**config.mk**
```make
export PLATFORM = sky130hd
export DESIGN_NAME = sts_irq_ctrl
export DESIGN_NICKNAME = d
export VERILOG_FILES = /design/src/rtl/sts_pkg.sv /design/src/rtl/sts_sticky_bank.sv /design/src/rtl/sts_irq_pin.sv /design/src/rtl/sts_irq_ctrl.sv
export SDC_FILE = /design/constraint.sdc
export NUM_CORES = 1
export LEC_CHECK = 0
export CORE_AREA = 2 2 39 41
export CTS_CLUSTER_SIZE = 14
export DETAILED_ROUTE_END_ITERATION = 10
export DIE_AREA = 0 0 41 43
export DONT_BUFFER_PORTS = 1
export GPL_ROUTABILITY_DRIVEN = 0
export GPL_TIMING_DRIVEN = 0
export PLACE_DENSITY = 0.45
export SYNTH_ARGS = -nofsm -noshare
export SYNTH_HDL_FRONTEND = slang
export SYNTH_SLANG_ARGS = --single-unit
```
**constraint.sdc**
```tcl
create_clock -name clk_i -period 1.15 [get_ports clk_i]
set_input_delay 0.0575 -clock clk_i [delete_from_list [all_inputs] [get_ports clk_i]]
set_output_delay 0.0575 -clock clk_i [all_outputs]
set_load 0.01 [all_outputs]
```
**src/rtl/sts_pkg.sv**
```systemverilog
package sts_pkg;
  typedef enum logic [1:0] {
    IRQ_HIGH = 2'b00,
    IRQ_LOW  = 2'b01,
    IRQ_OD   = 2'b10,
    IRQ_RSVD = 2'b11
  } irq_mode_e;
endpackage

```
**src/rtl/sts_sticky_bank.sv**
```systemverilog
module sts_sticky_bank #(
  parameter int unsigned N = 5
) (
  input  logic         clk_i,
  input  logic         rst_ni,
  input  logic [N-1:0] evt_i,
  input  logic [N-1:0] en_i,
  input  logic         clr_i,
  output logic [N-1:0] sts_o
);
  logic [N-1:0] sts_q;

  for (genvar i = 0; i < N; i++) begin : g_bit
    // a disabled bit drops its stored value; a same-cycle event wins over clear
    always_ff @(posedge clk_i or negedge rst_ni) begin
      if (!rst_ni) sts_q[i] <= 1'b0;
      else         sts_q[i] <= en_i[i] & (evt_i[i] | (sts_q[i] & ~clr_i));
    end

    p_set_r1: assert property (@(posedge clk_i) disable iff (!rst_ni)
      (evt_i[i] && en_i[i]) |=> sts_q[i]);
    p_hold_r1: assert property (@(posedge clk_i) disable iff (!rst_ni)
      (sts_q[i] && en_i[i] && !clr_i) |=> sts_q[i]);
    p_masked_r3: assert property (@(posedge clk_i) disable iff (!rst_ni)
      !en_i[i] |=> !sts_q[i]);
    p_clear_r2: assert property (@(posedge clk_i) disable iff (!rst_ni)
      (clr_i && !evt_i[i]) |=> !sts_q[i]);
  end

  assign sts_o = sts_q;
endmodule

```
**src/rtl/sts_irq_pin.sv**
```systemverilog
module sts_irq_pin
  import sts_pkg::*;
(
  input  logic       clk_i,
  input  logic       rst_ni,
  input  logic [1:0] mode_i,
  input  logic       act_i,
  output logic       pin_o,
  output logic       oe_o
);
  irq_mode_e mode_q;

  always_ff @(posedge clk_i or negedge rst_ni) begin
    if (!rst_ni) mode_q <= IRQ_HIGH;
    else         mode_q <= irq_mode_e'(mode_i);
  end

  always_comb begin
    pin_o = act_i;
    oe_o  = 1'b1;
    unique case (mode_q)
      IRQ_LOW:  pin_o = ~act_i;
      IRQ_OD: begin
        pin_o = 1'b0;
        oe_o  = act_i;
      end
      default: ;  // high and reserved share the active-high drive
    endcase
  end

  p_od_low_r7: assert property (@(posedge clk_i) disable iff (!rst_ni)
    (mode_q == IRQ_OD) |-> !pin_o);
  p_push_pull_oe_r7: assert property (@(posedge clk_i) disable iff (!rst_ni)
    (mode_q != IRQ_OD) |-> oe_o);
endmodule

```
**src/rtl/sts_irq_ctrl.sv**
```systemverilog
module sts_irq_ctrl #(
  parameter int unsigned NUM_OVFL = 3,
  parameter int unsigned STS_W    = 8
) (
  input  logic                  clk_i,
  input  logic                  rst_ni,
  input  logic                  err_dac_clk_i,
  input  logic                  err_adc_clk_i,
  input  logic [NUM_OVFL-1:0]   ovfl_i,
  input  logic [NUM_OVFL+1:0]   mask_i,
  input  logic                  rd_i,
  input  logic [1:0]            irq_mode_i,
  output logic [STS_W-1:0]      rdata_o,
  output logic                  irq_o,
  output logic                  irq_oe_o
);
  localparam int unsigned NUM_EVT = NUM_OVFL + 2;

  logic [NUM_EVT-1:0] evt;
  logic [NUM_EVT-1:0] sts;
  logic [NUM_EVT-1:0] live;
  logic               irq_act;

  // DAC clock error above ADC clock error above overflow flags
  assign evt  = {err_dac_clk_i, err_adc_clk_i, ovfl_i};
  assign live = evt & mask_i;

  sts_sticky_bank #(.N(NUM_EVT)) i_bank (
    .clk_i  (clk_i),
    .rst_ni (rst_ni),
    .evt_i  (evt),
    .en_i   (mask_i),
    .clr_i  (rd_i),
    .sts_o  (sts)
  );

  assign rdata_o = STS_W'(sts & mask_i);
  assign irq_act = |live || |(sts & mask_i);

  sts_irq_pin i_pin (
    .clk_i  (clk_i),
    .rst_ni (rst_ni),
    .mode_i (irq_mode_i),
    .act_i  (irq_act),
    .pin_o  (irq_o),
    .oe_o   (irq_oe_o)
  );

  p_quiet_after_read_r5: assert property (@(posedge clk_i) disable iff (!rst_ni)
    (rd_i && live == '0) |=> (live != '0) || !irq_act);
  p_not_lost_r6: assert property (@(posedge clk_i) disable iff (!rst_ni)
    (rd_i && live != '0) |=> irq_act);
endmodule

```
==> reports/results.txt <==
The flow ran to the end, but the final reports show violations. The checks that failed: negative setup slack. The core box area is 1380 µm², and the post-layout minimum cycle time is 1.67 ns. The final-report hold violation count came out at 0. In this run the static leakage power is 0.275 nW.

The number of different library cells used by synthesis comes to 16. At the worst endpoint, the required time is 1.09 ns. CTS placed an instance of sky130_fd_sc_hd__clkbuf_4 at the clock tree root. The final critical-path share of the clock period was 145%. STA puts the critical path data arrival time at 1.61 ns. Entering global routing, the biggest net connects 8 pins. Port buffering added 0 buffers. Number of diodes: 0. The run gives 57 as the number of placed instances with taps included. The worst-case clock skew is 0 ns. The cell with the largest stage delay on the worst path is sky130_fd_sc_hd__dfrtp_1. The depth of the CTS H-tree is 1. The maximum resistive drop on vdd was 0.654 mV. The tools report the sort of element at the start of the critical path as a register. The count of final max-slew check failures came out at 0. The tools report the post-layout total power as 0.619 mW. The netlist area before placement is 410 µm². Across the run, the number of max-cap violations was 0.

In this run the worst path has a maximum fanout of 2. The floorplan has 14 rows. Setup violations remaining at the end of the flow were counted as 2. The number of global-route vias before repair is 371.

The die is 41 µm wide. The average instance area after synthesis was 10.5 µm². The latest clock arrival within the worst-skew pair was 0.25 ns. For this run, the slowest stage of the critical path takes 0.37 ns.

For this design, the sink count on the clock tree is 7. The mean number of vias per cell was 4.65. The top-level port count was 25; the number of iterations in the first detailed-routing pass was 1. Of the synthesized area, sequential elements account for 42.7%. After detailed routing, the total wire length is 927 µm. The number of buffers and inverters on the critical path was 0; the initial antenna violation count was 0.

The class of the most critical hold timing path was input port to register. Type of element capturing the critical path: an output port. The worst setup path category was register to output port. In this run, the number of DRC markers left after iteration 0 of detailed routing was 0.

The final worst slack was -0.519 ns. Power spread over the standard cell area amounts to 1020 nW/µm². Die area: 1760 µm².

Excluding fillers, the count of instances in the completed layout stands at 74. Measured along the y axis, the die boundary spans 43 µm. On the critical path the largest part of the delay comes from simple AND/OR/NAND/NOR gates. Synthesis handed over a netlist of 39 instances. Counting along the longest clock path gives a buffer depth of 2. Yosys printed 0 warnings.

TritonCTS built the clock tree. After detailed routing, the average wire length per cell comes to 12.5 µm. The number of filler cells placed in the layout is 143.

For the global-route usage over all layers, the log shows 13.3%. The routed via count was 344; the count of unresolved DRC violations after routing was 0. In this run the cell area measured after placement is 442 µm².

The initial cell density of the core was 29.7%. The achievable frequency is 599 MHz, and the wire length of the first global-routing pass is 1.52 mm. The area added between synthesis and finish is 47.6%, and the number of buffers created by CTS is 3. After global routing the overflow that remains totals 0. The utilization after layout is 43.8%. In this run the remaining antenna-violating nets after routing total 0. In the final layout, the share of cells above drive strength 1 is 20.7%.

Finished layout cell area: 606 µm². Setup repair after global routing could not meet its margin everywhere. The final layout contains 76 nets. Total of flip-flops plus latches after synthesis: 7.

Traced cell by cell, the critical path runs through and2_4 > or2_4 > nor4_4 > mux2_4. The accumulated negative setup slack came out at -0.807 ns. After clock tree synthesis, the clock-pin slew on the worst setup and hold paths is 0.05 ns.
[worst reg2reg max path: stages (launching register included)]
cell,delay (ns)
sky130_fd_sc_hd__dfrtp_1,0.37
sky130_fd_sc_hd__nor2b_1,0.13
sky130_fd_sc_hd__o21a_1,0.16
[layout make-up]
cell class	instances	area, µm²	area share (%)
Multi-Input combinational cell	29	224	37.0
Sequential cell	7	175	28.9
Timing Repair Buffer	13	130	21.5
Clock buffer	4	26.3	4.34
Buffer	3	22.5	3.72
Tap cell	16	20.0	3.31
Inverter	2	7.51	1.24
[cells in the final DEF, fill, tap and decap left out, drive strengths merged]
cell         count
nor4             1
nand2            1
o21ai            1
buf              3
o21a             5
dfrtp            7
or2              1
mux2             1
conb             3
a22oi            2
and2             5
nor2b            6
clkbuf           4
ha               2
inv              2
dlygate4sd3     13
nand3            1
[cells in the mapped netlist]
library cell	number	area [µm²]
sky130_fd_sc_hd__and2_4	1	8.76
sky130_fd_sc_hd__and2_1	4	25.0
sky130_fd_sc_hd__o21ai_0	1	5.00
sky130_fd_sc_hd__nor4_4	1	21.3
sky130_fd_sc_hd__inv_1	2	7.51
sky130_fd_sc_hd__nor2b_1	6	37.5
sky130_fd_sc_hd__ha_1	2	25.0
sky130_fd_sc_hd__nand2_1	1	3.75
sky130_fd_sc_hd__a22oi_1	2	15.0
sky130_fd_sc_hd__mux2_1	1	11.3
sky130_fd_sc_hd__buf_4	3	22.5
sky130_fd_sc_hd__dfrtp_1	7	175
sky130_fd_sc_hd__conb_1	1	3.75
sky130_fd_sc_hd__nand3_1	1	5.00
sky130_fd_sc_hd__or2_1	1	6.26
sky130_fd_sc_hd__o21a_1	5	37.5
[power by group]
part           internal (mW)  leakage, nW  total, mW  switching (mW)
combinational         0.0766        0.173      0.128          0.0514
clock                  0.132       0.0150      0.222          0.0900
sequential             0.261       0.0869      0.268         0.00714
total                  0.470        0.275      0.619           0.149
[metal layers]
| layer | track usage, % | vias to the layer above | wire length (µm) |
|---|---|---|---|
| met5 | 0 | - | 0 |
| met4 | 8.00 | 0 | 12 |
| met3 | 4.19 | 2 | 94 |
| met2 | 22.2 | 17 | 524 |
| met1 | 13.3 | 163 | 296 |
| li1 | - | 162 | - |
[path summary, 6_finish.rpt]
path	start	to	slack [ns]	depth (start not counted)
setup reg to reg	i_bank.sts_o[2]	i_bank.sts_o[2]	0.37	2
setup / recovery	i_bank.sts_o[0]	irq_o	-0.52	4
hold reg to reg	i_bank.sts_o[0]	i_bank.sts_o[0]	0.61	2
hold / removal	rd_i	i_bank.sts_o[4]	0.02	2
max in group asynchronous	rst_ni	i_bank.sts_o[2]	0.78	1
min in group asynchronous	rst_ni	i_bank.sts_o[0]	0.14	1
[sequential cells by signal (all words and copies together) (netlist names)]
name          cells
i_bank.sts_o      5
i_pin.mode_q      2
[cell families after synthesis]
| logic type | after synthesis | share of synthesized area, % |
|---|---|---|
| AOI/OAI and AO/OA | 8 | 14.0 |
| and+or+nand+nor | 15 | 26.2 |
| adders and majority gates | 2 | 6.10 |
| other | 1 | 0.914 |
| muxes | 1 | 2.74 |
| buffers and inverters | 5 | 7.32 |
| DFF | 7 | 42.7 |
[repair_timing]
action	in CTS	in global routing
hold buffers	13	0
gates resized for setup	2	2
setup buffers	0	0
endpoints found under the setup margin	2	2
endpoints found under the hold margin	14	0
pin swaps	1	0
gates cloned	0	0
[per-stage QoR]
step / hold WS [ns] / worst slack (ns)
6_report: 0.0246 / -0.519
5_1_grt: 0.0223 / -0.569
4_1_cts: 0.0205 / -0.507
3_5_place_dp: -0.238 / -0.267
3_3_place_gp: -0.238 / -0.261
2_1_floorplan: -0.238 / -0.181
Power figures use the tool's default switching activity.
